<file path="src/rtl/crc_hd_pkg.sv">
package crc_hd_pkg;

  typedef enum logic [1:0] {
    ST_IDLE  = 2'd0,
    ST_GROW  = 2'd1,
    ST_CHECK = 2'd2
  } eval_st_e;

  // number of set bits in a word
  function automatic logic [7:0] weight_of(input logic [31:0] v);
    logic [7:0] c;
    c = '0;
    for (int b = 0; b < 32; b++) c = c + {7'b0, v[b]};
    return c;
  endfunction

endpackage

</file>
<file path="src/rtl/crc_hd_synd_step.sv">
// One step of x-multiplication modulo the generator, or the first syndrome.
module crc_hd_synd_step #(
  parameter int KMAX = 16
) (
  input  logic [KMAX-1:0] poly,
  input  logic [4:0]      width,
  input  logic [KMAX-1:0] prev,
  input  logic            first,
  output logic [KMAX-1:0] nxt
);
  logic [KMAX-1:0] mask;
  logic [KMAX-1:0] low;
  logic            msb;
  logic            unused_poly_top;

  assign unused_poly_top = poly[KMAX-1];

  always_comb begin
    mask = '0;
    msb  = 1'b0;
    for (int b = 0; b < KMAX; b++) begin
      mask[b] = (b < int'(width));
      if (b == int'(width) - 1) msb = prev[b];
    end
    // x^k mod G: the generator without its leading term
    low = {poly[KMAX-2:0], 1'b1} & mask;
    if (first) nxt = low;
    else       nxt = ({prev[KMAX-2:0], 1'b0} & mask) ^ (msb ? low : '0);
  end

endmodule

</file>
<file path="src/rtl/crc_hd_synd_store.sv">
// Syndrome per data position, one write and three read ports.
module crc_hd_synd_store #(
  parameter int DEPTH = 64,
  parameter int KMAX  = 16,
  parameter int PW    = 6
) (
  input  logic            clk,
  input  logic            we,
  input  logic [PW-1:0]   waddr,
  input  logic [KMAX-1:0] wdata,
  input  logic [PW-1:0]   ra0,
  input  logic [PW-1:0]   ra1,
  input  logic [PW-1:0]   ra2,
  output logic [KMAX-1:0] rd0,
  output logic [KMAX-1:0] rd1,
  output logic [KMAX-1:0] rd2
);
  logic [KMAX-1:0] mem [DEPTH];

  always_ff @(posedge clk) begin
    if (we) mem[waddr] <= wdata;
  end

  assign rd0 = mem[ra0];
  assign rd1 = mem[ra1];
  assign rd2 = mem[ra2];

endmodule

</file>
<file path="src/rtl/crc_hd_combo_walk.sv">
// Walks the combinations whose highest position is 'top'.
module crc_hd_combo_walk #(
  parameter int PW = 6
) (
  input  logic          clk,
  input  logic          rst_n,
  input  logic          clear,
  input  logic          advance,
  input  logic [PW-1:0] top,
  input  logic [4:0]    target,
  output logic [1:0]    lvl,
  output logic [PW-1:0] idx_i,
  output logic [PW-1:0] idx_j,
  output logic          last
);
  logic [1:0]    lvl_d;
  logic [PW-1:0] i_d, j_d;
  logic [PW-1:0] top_m1, top_m2;
  logic          lvl2_ok, lvl3_ok, walk_en;

  assign top_m1  = top - PW'(1);
  assign top_m2  = top - PW'(2);
  assign lvl2_ok = (target > 5'd2) && (top != '0);
  assign lvl3_ok = (target > 5'd3) && (top > PW'(1));
  assign walk_en = clear | advance;

  always_comb begin
    case (lvl)
      2'd2:    last = (idx_i == top_m1) && !lvl3_ok;
      2'd3:    last = (idx_i == top_m2) && (idx_j == top_m1);
      default: last = !lvl2_ok;
    endcase
  end

  always_comb begin
    lvl_d = lvl;
    i_d   = idx_i;
    j_d   = idx_j;
    if (clear) begin
      lvl_d = 2'd1;
      i_d   = '0;
      j_d   = '0;
    end else if (advance && !last) begin
      case (lvl)
        2'd1: begin
          lvl_d = 2'd2;
          i_d   = '0;
        end
        2'd2: begin
          if (idx_i != top_m1) i_d = idx_i + PW'(1);
          else begin
            lvl_d = 2'd3;
            i_d   = '0;
            j_d   = PW'(1);
          end
        end
        default: begin
          if (idx_j != top_m1) j_d = idx_j + PW'(1);
          else begin
            i_d = idx_i + PW'(1);
            j_d = idx_i + PW'(2);
          end
        end
      endcase
    end
  end

  always_ff @(posedge clk or negedge rst_n) begin
    if (!rst_n) begin
      lvl   <= 2'd1;
      idx_i <= '0;
      idx_j <= '0;
    end else if (walk_en) begin
      lvl   <= lvl_d;
      idx_i <= i_d;
      idx_j <= j_d;
    end
  end

  AST_TRIPLE_ORDER: assert property (@(posedge clk) disable iff (!rst_n)
    (lvl == 2'd3) |-> ((idx_i < idx_j) && (idx_j < top)));
  AST_PAIR_BELOW_TOP: assert property (@(posedge clk) disable iff (!rst_n)
    (lvl == 2'd2) |-> (idx_i < top));

endmodule

</file>
<file path="src/rtl/crc_hd_eval.sv">
module crc_hd_eval
  import crc_hd_pkg::*;
#(
  parameter int MAX_LEN = 64,
  parameter int KMAX    = 16
) (
  input  logic                               clk,
  input  logic                               rst_n,
  input  logic                               start,
  input  logic [KMAX-1:0]                    poly,
  input  logic [4:0]                         crc_width,
  input  logic [$clog2(MAX_LEN+1)-1:0]       len_limit,
  input  logic [4:0]                         target_hd,
  output logic                               busy,
  output logic                               done,
  output logic [$clog2(MAX_LEN+1)-1:0]       max_len,
  output logic                               saturated,
  output logic                               violation,
  output logic [1:0]                         err_count,
  output logic [$clog2(MAX_LEN)-1:0]         err_hi,
  output logic [$clog2(MAX_LEN)-1:0]         err_mid,
  output logic [$clog2(MAX_LEN)-1:0]         err_lo,
  output logic [KMAX-1:0]                    err_syndrome
);
  localparam int PW = $clog2(MAX_LEN);
  localparam int LW = $clog2(MAX_LEN + 1);

  // reset: asserted asynchronously, released on a clock edge
  logic [1:0] rst_sync;
  logic       rst_i_n;
  always_ff @(posedge clk or negedge rst_n) begin
    if (!rst_n) rst_sync <= 2'b00;
    else        rst_sync <= {rst_sync[0], 1'b1};
  end
  assign rst_i_n = rst_sync[1];

  eval_st_e        st_q, st_d;
  logic [PW-1:0]   p_q, p_d;
  logic            p_en;
  logic [KMAX-1:0] prev_q, poly_q;
  logic [4:0]      width_q, tgt_q;
  logic [LW-1:0]   lim_q, lim_in_eff, len_now;
  logic            load;

  logic            done_d, sat_d, viol_d, res_en;
  logic [LW-1:0]   len_d;
  logic [1:0]      cnt_d;
  logic [PW-1:0]   hi_d, mid_d, lo_d;
  logic [KMAX-1:0] syn_d;

  logic [KMAX-1:0] syn_new, rd_top, rd_i, rd_j, combo_syn;
  logic [7:0]      combo_wt;
  logic            combo_bad, we;
  logic [1:0]      lvl;
  logic [PW-1:0]   wi, wj;
  logic            w_last, walk_clear, walk_adv;

  crc_hd_synd_step #(.KMAX(KMAX)) i_step (
    .poly  (poly_q),
    .width (width_q),
    .prev  (prev_q),
    .first (p_q == '0),
    .nxt   (syn_new)
  );

  crc_hd_synd_store #(.DEPTH(MAX_LEN), .KMAX(KMAX), .PW(PW)) i_store (
    .clk   (clk),
    .we    (we),
    .waddr (p_q),
    .wdata (syn_new),
    .ra0   (p_q),
    .ra1   (wi),
    .ra2   (wj),
    .rd0   (rd_top),
    .rd1   (rd_i),
    .rd2   (rd_j)
  );

  crc_hd_combo_walk #(.PW(PW)) i_walk (
    .clk     (clk),
    .rst_n   (rst_i_n),
    .clear   (walk_clear),
    .advance (walk_adv),
    .top     (p_q),
    .target  (tgt_q),
    .lvl     (lvl),
    .idx_i   (wi),
    .idx_j   (wj),
    .last    (w_last)
  );

  assign lim_in_eff = ((len_limit == '0) || (len_limit > LW'(MAX_LEN))) ? LW'(MAX_LEN) : len_limit;
  assign len_now    = LW'(p_q) + LW'(1);
  assign combo_syn  = rd_top ^ ((lvl >= 2'd2) ? rd_i : '0) ^ ((lvl == 2'd3) ? rd_j : '0);
  assign combo_wt   = 8'(lvl) + weight_of(32'(combo_syn));
  assign combo_bad  = combo_wt < {3'b000, tgt_q};
  assign load       = (st_q == ST_IDLE) && start;
  assign res_en     = load | done_d;

  always_comb begin
    st_d       = st_q;
    p_d        = p_q;
    p_en       = 1'b0;
    we         = 1'b0;
    walk_clear = 1'b0;
    walk_adv   = 1'b0;
    done_d     = 1'b0;
    len_d      = max_len;
    sat_d      = saturated;
    viol_d     = violation;
    cnt_d      = err_count;
    hi_d       = err_hi;
    mid_d      = err_mid;
    lo_d       = err_lo;
    syn_d      = err_syndrome;
    case (st_q)
      ST_IDLE: begin
        if (start) begin
          st_d       = ST_GROW;
          p_d        = '0;
          p_en       = 1'b1;
          walk_clear = 1'b1;
          len_d      = '0;
          sat_d      = 1'b0;
          viol_d     = 1'b0;
          cnt_d      = '0;
          hi_d       = '0;
          mid_d      = '0;
          lo_d       = '0;
          syn_d      = '0;
        end
      end
      ST_GROW: begin
        we         = 1'b1;
        walk_clear = 1'b1;
        if (tgt_q <= 5'd1) begin
          if (len_now >= lim_q) begin
            st_d   = ST_IDLE;
            done_d = 1'b1;
            sat_d  = 1'b1;
            len_d  = lim_q;
          end else begin
            p_d  = p_q + PW'(1);
            p_en = 1'b1;
          end
        end else begin
          st_d = ST_CHECK;
        end
      end
      ST_CHECK: begin
        if (combo_bad) begin
          st_d   = ST_IDLE;
          done_d = 1'b1;
          viol_d = 1'b1;
          len_d  = LW'(p_q);
          cnt_d  = lvl;
          hi_d   = p_q;
          mid_d  = (lvl == 2'd2) ? wi : ((lvl == 2'd3) ? wj : '0);
          lo_d   = (lvl == 2'd3) ? wi : '0;
          syn_d  = combo_syn;
        end else if (w_last) begin
          if (len_now >= lim_q) begin
            st_d   = ST_IDLE;
            done_d = 1'b1;
            sat_d  = 1'b1;
            len_d  = lim_q;
          end else begin
            st_d = ST_GROW;
            p_d  = p_q + PW'(1);
            p_en = 1'b1;
          end
        end else begin
          walk_adv = 1'b1;
        end
      end
      default: st_d = ST_IDLE;
    endcase
  end

  always_ff @(posedge clk or negedge rst_i_n) begin
    if (!rst_i_n) begin
      st_q         <= ST_IDLE;
      p_q          <= '0;
      prev_q       <= '0;
      poly_q       <= '0;
      width_q      <= '0;
      tgt_q        <= '0;
      lim_q        <= '0;
      done         <= 1'b0;
      max_len      <= '0;
      saturated    <= 1'b0;
      violation    <= 1'b0;
      err_count    <= '0;
      err_hi       <= '0;
      err_mid      <= '0;
      err_lo       <= '0;
      err_syndrome <= '0;
    end else begin
      st_q <= st_d;
      done <= done_d;
      if (p_en) p_q <= p_d;
      if (we) prev_q <= syn_new;
      if (load) begin
        poly_q  <= poly;
        width_q <= crc_width;
        tgt_q   <= target_hd;
        lim_q   <= lim_in_eff;
      end
      if (res_en) begin
        max_len      <= len_d;
        saturated    <= sat_d;
        violation    <= viol_d;
        err_count    <= cnt_d;
        err_hi       <= hi_d;
        err_mid      <= mid_d;
        err_lo       <= lo_d;
        err_syndrome <= syn_d;
      end
    end
  end

  assign busy = (st_q != ST_IDLE);

  AST_DONE_SINGLE: assert property (@(posedge clk) disable iff (!rst_i_n)
    done |=> !done);
  AST_BUSY_AFTER_START: assert property (@(posedge clk) disable iff (!rst_i_n)
    (!busy && start) |=> busy);
  AST_START_IGNORED: assert property (@(posedge clk) disable iff (!rst_i_n)
    (busy && start) |=> ($stable(poly_q) && $stable(width_q) && $stable(tgt_q) && $stable(lim_q)));
  AST_VIOL_BELOW_TARGET: assert property (@(posedge clk) disable iff (!rst_i_n)
    (done && violation) |-> ((8'(err_count) + weight_of(32'(err_syndrome))) < {3'b000, tgt_q}));
  AST_SAT_EXCLUSIVE: assert property (@(posedge clk) disable iff (!rst_i_n)
    done |-> !(saturated && violation));
  AST_SAT_FULL_LEN: assert property (@(posedge clk) disable iff (!rst_i_n)
    (done && saturated) |-> (max_len == lim_q));
  AST_SINGLE_NONZERO: assert property (@(posedge clk) disable iff (!rst_i_n)
    ((st_q == ST_CHECK) && (lvl == 2'd1)) |-> (rd_top != '0));
  AST_LOW_TARGET_SATURATES: assert property (@(posedge clk) disable iff (!rst_i_n)
    (done && (tgt_q <= 5'd2)) |-> saturated);

endmodule

</file>
<file path="config.mk">
export PLATFORM = sky130hd
export DESIGN_NAME = crc_hd_eval
export DESIGN_NICKNAME = d
export VERILOG_FILES = /design/src/rtl/crc_hd_pkg.sv /design/src/rtl/crc_hd_synd_step.sv /design/src/rtl/crc_hd_synd_store.sv /design/src/rtl/crc_hd_combo_walk.sv /design/src/rtl/crc_hd_eval.sv
export SDC_FILE = /design/constraint.sdc
export NUM_CORES = 2
export LEC_CHECK = 0
export ABC_CLOCK_PERIOD_IN_PS = 4000
export BUFFER_PORTS_ARGS = -buffer_cell sky130_fd_sc_hd__buf_4
export CAP_MARGIN = 20
export CORE_MARGIN = 5
export CORE_UTILIZATION = 40
export CTS_CLUSTER_DIAMETER = 40
export DETAILED_ROUTE_END_ITERATION = 16
export MAX_ROUTING_LAYER = met4
export PLACE_DENSITY = 0.61
export SLEW_MARGIN = 40
export SYNTH_ARGS = -nofsm -noshare
export SYNTH_HDL_FRONTEND = slang
export SYNTH_SLANG_ARGS = --single-unit
</file>
<file path="constraint.sdc">
create_clock -name clk -period 4 [get_ports clk]
set_input_delay 1 -clock clk [delete_from_list [all_inputs] [get_ports clk]]
set_output_delay 1 -clock clk [all_outputs]
set_load 0.005 [all_outputs]
</file>
[Yosys cells after proc, flatten, opt, wreduce, memory -nomap -nowiden]
Memories as Yosys holds them, arrays and structs flattened.
Index checks and enable logic that the tools add are counted.
Word-level totals
  flip-flop bits (word level): 118
  bits in latches: 0
  memory bits (writable): 1024
  bits in read-only memories: 0
  input port bits: 36
  output and inout port bits: 47
  logic and storage cells: 235
  memories kept: 1
Operators by class
  add/subtract/negate cells: 24
  multiply operators: 0
  divide/modulo/power cells: 0
  $lt $le $gt $ge: 24
  equality and inequality tests: 35
  shift operators: 0
  mux-type cells: 96
  bitwise gates (word level): 7
  reductions and logical operators: 28
Memories
  i_store.mem: words 64, bits a word 16, rd ports 3, clocked after Yosys merged registers in 0, wr ports 1, line crc_hd_synd_store.sv:18  | logic [KMAX-1:0] mem [DEPTH];
Operators with widths (number)
  equality test 5 x 32 -> 1 bit, first input constant: 8
  equality test 4 x 32 -> 1 bit, first input constant: 4
  two-way mux 6 bit: 19
  two-way mux 16 bit: 6
  adder 8 x 1 -> 8 bit: 8
  equality test 3 x 32 -> 1 bit, first input constant: 2
  one-hot mux 6 bit (2 select lines): 5
  XOR 16 bit: 3
  two-way mux 7 bit: 6
  < comparator 4 x 5 -> 1 bit, first input constant: 8
  two-way mux 1 bit: 38
  bitwise AND 16 bit: 2
  equality test 2 x 32 -> 1 bit, first input constant: 1
  zero test 32 bit: 1
  one-hot mux 16 bit (2 select lines): 1
  one-hot mux 7 bit (3 select lines): 1
  < comparator 3 x 5 -> 1 bit, first input constant: 4
  two-way mux 2 bit: 10
  adder 6 x 1 -> 6 bit, second input constant: 3
  equality test 6 bit: 3
  one-hot mux 6 bit (3 select lines): 1
  != test 6 bit: 2
  AND reduction 4 bit: 3
  AND reduction 6 bit: 2
  45 further kinds: 73

[Logic depth before layout (Yosys ltp)]
  depth after elaboration: 26
  mapped depth: 32
  depth with buffers taken out: 26

[Modules after synthesis]
Synthesis repeated with hierarchy kept, for this count alone.
Second synthesis, totals
  cell total of the unflattened synthesis: 3954
  area total of the unflattened synthesis: 63906.3 sq um
By module, submodules not included
  crc_hd_synd_store: times used 1, cells an instance 3060, area each 55419.4 sq um, seq. area each 30749.5 sq um
  crc_hd_eval: times used 1, cells an instance 534, area each 5745.5 sq um, seq. area each 2627.5 sq um
  crc_hd_combo_walk: times used 1, cells an instance 186, area each 1619.1 sq um, seq. area each 351.6 sq um
  crc_hd_synd_step: times used 1, cells an instance 174, area each 1122.3 sq um, seq. area each 0.0 sq um

[Worst setup path before layout]
No wires, ideal clock.
  path type: register -> register
  start point: register i_walk.idx_j[0]
  end point: register err_count[0]
  setup time: 121 ps
  arrival: 7639 ps
  slack: -3760 ps
  stages on the path, launching flop included: 29
  path through: dfrtp_1 buf_4 buf_2 buf_2 mux4_2 mux4_2 a22oi_1 and2_0 xnor2_1 fa_1 inv_1 fa_1 fa_1 inv_1 fa_1 fa_1 fa_1 inv_1 ha_1 a21boi_0 o21a_1 o21ai_0 a21oi_1 a211oi_1 o211ai_1 a211o_1 buf_2 buf_1 a22o_1
On the way
  word-level cells in the longest chain between the ends: 24
  elaborated cells on any way between the ends: 29
  classes of those cells: add/sub (16); order compare (1); eq/ne (2); mux (5); bitwise (2); reduce/logical (2); memory (1)
Ends and longest elaborated chain
  start, declared: line crc_hd_combo_walk.sv:13  | output logic [PW-1:0] idx_j,
  start signal, assigned: line crc_hd_combo_walk.sv:76  | idx_j <= j_d;
  memory (64 x 16 bit)
  two-way mux 16 bit: line crc_hd_eval.sv:94  | assign combo_syn = rd_top ^ ((lvl >= 2'd2) ? rd_i : '0) ^ ((lvl == 2'd3) ? rd_j : '0);
  XOR 16 bit: line crc_hd_eval.sv:94
  adder 1 x 1 -> 2 bit: line crc_hd_pkg.sv:13  | for (int b = 0; b < 32; b++) c = c + {7'b0, v[b]};
  adder 2 x 1 -> 3 bit: line crc_hd_pkg.sv:13
  adder 3 x 1 -> 4 bit: line crc_hd_pkg.sv:13
  adder 4 x 1 -> 5 bit: line crc_hd_pkg.sv:13
  adder 5 x 1 -> 6 bit: line crc_hd_pkg.sv:13
  adder 6 x 1 -> 7 bit: line crc_hd_pkg.sv:13
  adder 7 x 1 -> 8 bit: line crc_hd_pkg.sv:13
  adder 8 x 1 -> 8 bit (8 in a row): line crc_hd_pkg.sv:13
  adder 2 x 8 -> 8 bit: line crc_hd_eval.sv:95  | assign combo_wt = 8'(lvl) + weight_of(32'(combo_syn));
  < comparator 8 x 5 -> 1 bit: line crc_hd_eval.sv:96  | assign combo_bad = combo_wt < {3'b000, tgt_q};
  two-way mux 1 bit: line crc_hd_eval.sv:151  | if (combo_bad) begin
  one-hot mux 1 bit (2 select lines): line crc_hd_eval.sv:116  | case (st_q)
  bitwise OR 1 bit: line crc_hd_eval.sv:98  | assign res_en = load | done_d;
  AND reduction 4 bit (no line) (*)
  end signal, assigned: line crc_hd_eval.sv:213  | err_count <= cnt_d;
  end, declared: line crc_hd_eval.sv:19  | output logic [1:0] err_count,
Every way passes the cells marked *; elsewhere a longest branch is shown, timed or not.
A chain may end at the register's enable or synchronous reset.

[Worst setup path in the final report]
  start point: register i_walk.idx_j[0]
  end point: register err_syndrome[12]
On the way
  word-level cells in the longest chain between the ends: 24
  elaborated cells on any way between the ends: 31
  classes of those cells: add/sub (16); order compare (1); eq/ne (2); mux (7); bitwise (2); reduce/logical (2); memory (1)
Ends and longest elaborated chain
  memory (64 x 16 bit)
  two-way mux 16 bit: line crc_hd_eval.sv:94
  XOR 16 bit: line crc_hd_eval.sv:94
  adder 1 x 1 -> 2 bit: line crc_hd_pkg.sv:13
  adder 2 x 1 -> 3 bit: line crc_hd_pkg.sv:13
  adder 3 x 1 -> 4 bit: line crc_hd_pkg.sv:13
  adder 4 x 1 -> 5 bit: line crc_hd_pkg.sv:13
  adder 5 x 1 -> 6 bit: line crc_hd_pkg.sv:13
  adder 6 x 1 -> 7 bit: line crc_hd_pkg.sv:13
  adder 7 x 1 -> 8 bit: line crc_hd_pkg.sv:13
  adder 8 x 1 -> 8 bit (8 in a row): line crc_hd_pkg.sv:13
  adder 2 x 8 -> 8 bit: line crc_hd_eval.sv:95
  < comparator 8 x 5 -> 1 bit: line crc_hd_eval.sv:96
  two-way mux 1 bit: line crc_hd_eval.sv:151
  one-hot mux 1 bit (2 select lines): line crc_hd_eval.sv:116
  bitwise OR 1 bit: line crc_hd_eval.sv:98
  AND reduction 4 bit (no line)
  end signal, assigned: line crc_hd_eval.sv:217  | err_syndrome <= syn_d;
  end, declared: line crc_hd_eval.sv:23  | output logic [KMAX-1:0] err_syndrome
Several ways; a longest one is shown, not always the timed one. The select of a mux whose other input is x is not followed.

==> flow_metrics.env <==
export IMPL_status="finished, violations left"
export IMPL_failed_checks="setup timing"
export IMPL_postSynthCellCount=3815
export IMPL_max_clock_freq_mhz=126
export IMPL_global_route_usage_total_pct=30.8
export IMPL_area_share_of_the_leading_cell_type_in_the_synthesized_netlist_pct=48.6
export IMPL_clk_root_buffer_cell="clkbuf_16"
export IMPL_tritoncts_clock_tree="done"
export IMPL_first_iter_violations=6280
export IMPL_synth_ff_latch_count=1142
export IMPL_worst_ir_drop_vdd_uv=2540
export IMPL_ys_warn_count=0
export IMPL_final_setup_viol_count=68
export IMPL_pin_count=83
export IMPL_dieArea_um2=166000
export IMPL_crit_path_end_kind="flop"
export IMPL_cts_root_to_sink_buffers=3
export IMPL_fin_skew_ns=0.0324
export IMPL_cts_buffers_inserted=170
export IMPL_drtAntennaViolNets=0
export IMPL_syn_area_per_cell_um2=16.6
export IMPL_finalMaxSlewViolations=0
export IMPL_crit_path_max_fanout=15
export IMPL_globalRoute_totalOverflow=0
export IMPL_worst_hold_path_type="reg -> reg"
export IMPL_worst_slew_pin_transition_ns=0.967
export IMPL_min_period_over_period_pct=198
export IMPL_tritoncts_num_sinks=1142
export IMPL_max_stage_delay_ns=0.57
export IMPL_die_h_um=408
export IMPL_r2r_start="i_walk.idx_j[0]"
export IMPL_synth_edf_count=1024
export IMPL_setup_worst_path_class="reg -> reg"
export IMPL_timing_hold_violations_final=0
export IMPL_rrSetupSlack_ns=-3.91
export IMPL_drc_errors=0
export IMPL_critPathSlowestCell="mux4_2"
export IMPL_ys_seq_area_share_pct=53.3
export IMPL_postLayoutSetupSlackWorst_ns=-3.91
export IMPL_core_area_um2=158000
export IMPL_yosysUniqueCellTypes=84
export IMPL_fraction_of_layout_cells_with_a_size_suffix_above_1_pct=51.4
export IMPL_synthArstFlopShare_pct=10.3
export IMPL_start_util_pct=40.1
export IMPL_finalWeightedCongestion=1.00
export IMPL_cts_htree_levels=4
export IMPL_num_rows=146
export IMPL_worst_slew_margin_rel_pct=35.6
export IMPL_num_nets_final=5084
export IMPL_clk_transition_reported_paths_ns=0.06
export IMPL_minimum_clock_period_ns=7.91
export IMPL_chipWidth_um=408
export IMPL_avgRoutedWirePerCell_um=34.8
export IMPL_critical_path_reg2reg_endpoint="err_syndrome[12]"
export IMPL_grt_antenna_before_repair=6
export IMPL_grt_max_degree=71
export IMPL_max_cap_violations=0
export IMPL_setup_repair_after_global_routing_missed_its_margin="true"
export IMPL_syn_nets=3896
export IMPL_cpMostUsedCell="fa_1"
export IMPL_netlist_area_before_placement_um2=63300
export IMPL_clock_latency_ns=0.82
export IMPL_crit_required_ns=4.70
export IMPL_ys_dominant_reg_cell="edfxtp_1"
export IMPL_crit_start="i_walk.idx_j[0]"
export IMPL_arrival_time_reported_for_the_critical_path_endpoint_ns=8.62
export IMPL_grt_pass1_vias=46700
export IMPL_power_per_cell_area_nw_per_um2=824
export IMPL_dp_slack_ns=-4.30
export IMPL_finalWirelength_um=251000
export IMPL_area_growth_synth_to_final_pct=32.0
export IMPL_total_leakage_power_uw=0.0293
export IMPL_number_of_buffers_inserted_by_port_buffering=81
export IMPL_detailed_router_iteration_count_before_antenna_repair=8
export IMPL_crit_path_end="err_syndrome[12]"
export IMPL_grt_first_pass_wirelength_um=354000
export IMPL_synth_top_area_cell="edfxtp_1"
export IMPL_vias_after_detailed_routing=46800
export IMPL_fin_hold_ws_ns=0.354
export IMPL_worst_r2r_path_depth=28
export IMPL_place_hpwl_um=177000
export IMPL_power_total_uw=68800
export IMPL_post_drt_via_cell_ratio=6.47
export IMPL_worst_setup_path_start_kind="flop"
export IMPL_ys_top_cells_by_area="edfxtp_1, mux4_2, mux2i_1"
-- registers in the layout (all words and copies together), names as in the netlist, 5 cells and up --
signal / cells
err_hi: 6
err_lo: 6
err_mid: 6
err_syndrome: 16
i_store.mem: 1024
i_walk.idx_i: 6
i_walk.idx_j: 6
lim_q: 7
max_len: 7
p_q: 6
poly_q: 15
prev_q: 16
tgt_q: 5
width_q: 5
-- placed cells by master (no fill, tap or decap), types with 61 or more instances in the layout --
master,instances
nor2_1,129
o22ai_1,72
dfrtp_1,105
buf_4,1165
edfxtp_1,1024
o21ai_0,68
clkbuf_16,173
nor2_2,68
mux2i_1,306
mux4_2,727
buf_12,132
nand2_1,147
a21oi_1,61
-- metrics by stage --
stage               TNS [ns]  instances  area, µm²  utilization [%]
floorplan            -218.42       3815      63800                -
global placement     -296.15       6824      75800             48.0
detailed placement   -280.79       6828      75900             48.1
CTS                  -249.34       7207      83300             52.8
global route         -270.09       7219      83500             52.9
finish               -258.42       7221      83500             52.9
-- worst min-delay path by stage --
stage	slack [ns]	endpoint	startpoint	depth (start not counted)
CTS	0.36	rst_sync[1]	rst_sync[0]	0
finish	0.35	rst_sync[1]	rst_sync[0]	0
global placement	0.34	rst_sync[1]	rst_sync[0]	0
detailed placement	0.35	rst_sync[1]	rst_sync[0]	0
global route	0.36	rst_sync[1]	rst_sync[0]	0
floorplan	0.33	rst_sync[1]	rst_sync[0]	0
-- cells in the mapped netlist, types with 47 or more instances --
cell type     n
edfxtp_1   1024
mux4_2      727
mux2i_1     323
nor2_1      206
nand2_1     150
clkbuf_1    137
dfrtp_1     117
o22ai_1      89
o21ai_0      84
buf_2        83
a21oi_1      69
inv_1        51
mux2_2       47
-- cell type report --
| type | count | area (µm²) |
|---|---|---|
| Fill cell | 12700 | 74300 |
| Antenna cell | 6 | 15.0 |
| Tap cell | 2072 | 2590 |
| Timing Repair Buffer | 1341 | 12300 |
| Inverter | 55 | 219 |
| Sequential cell | 1142 | 33700 |
| Multi-Input combinational cell | 2293 | 28900 |
| Clock buffer | 189 | 4420 |
| Clock inverter | 123 | 1350 |
-- where the power goes --
group / internal, µW / switching, µW
logic: 15300 / 20400
clock network: 9110 / 5990
registers: 17300 / 644
-- critical path, delay by kind of cell (launching register included) --
family / cells / cell delay, ns
flip-flops: 1 / 0.44
XOR/XNOR: 1 / 0.11
AO/OA/AOI/OAI: 9 / 1.83
buffers and inverters: 8 / 1.10
adder cells (fa/ha/maj): 7 / 3.01
AND/OR/NAND/NOR: 1 / 0.20
multiplexers: 2 / 1.11
-- metal layers --
metal  GRT usage (%)  routed length (µm)  part of all wire, %  vias up
met1            38.4               90800                   36    24300
met4            17.5               17900                  7.1        0
met3            8.15               29000                   12      735
li1                -                   -                    -    18600
met2            45.6              114000                   45     3170
met5               -                   0                    0        -
-- cell families (layout without fill, tap and decap cells) --
group	after synthesis	count (layout)	share of synthesized area [%]
other cells	1	7	0.00593
mux	1097	1097	31.8
buf+inv	380	1708	2.93
fa+ha+maj	45	45	1.03
simple gates	531	531	3.84
xor+xnor	56	56	0.809
compound gates	563	563	6.30
flops	1142	1142	53.3
-- timing repair --
action,CTS,global route
hold buffers,1,0
pin swaps,55,22
setup buffers,59,11
resized for setup,176,29
endpoints found under the setup margin,68,68
cloned,11,0
hold endpoints to repair,2,0
Power figures use the tool's default switching activity.
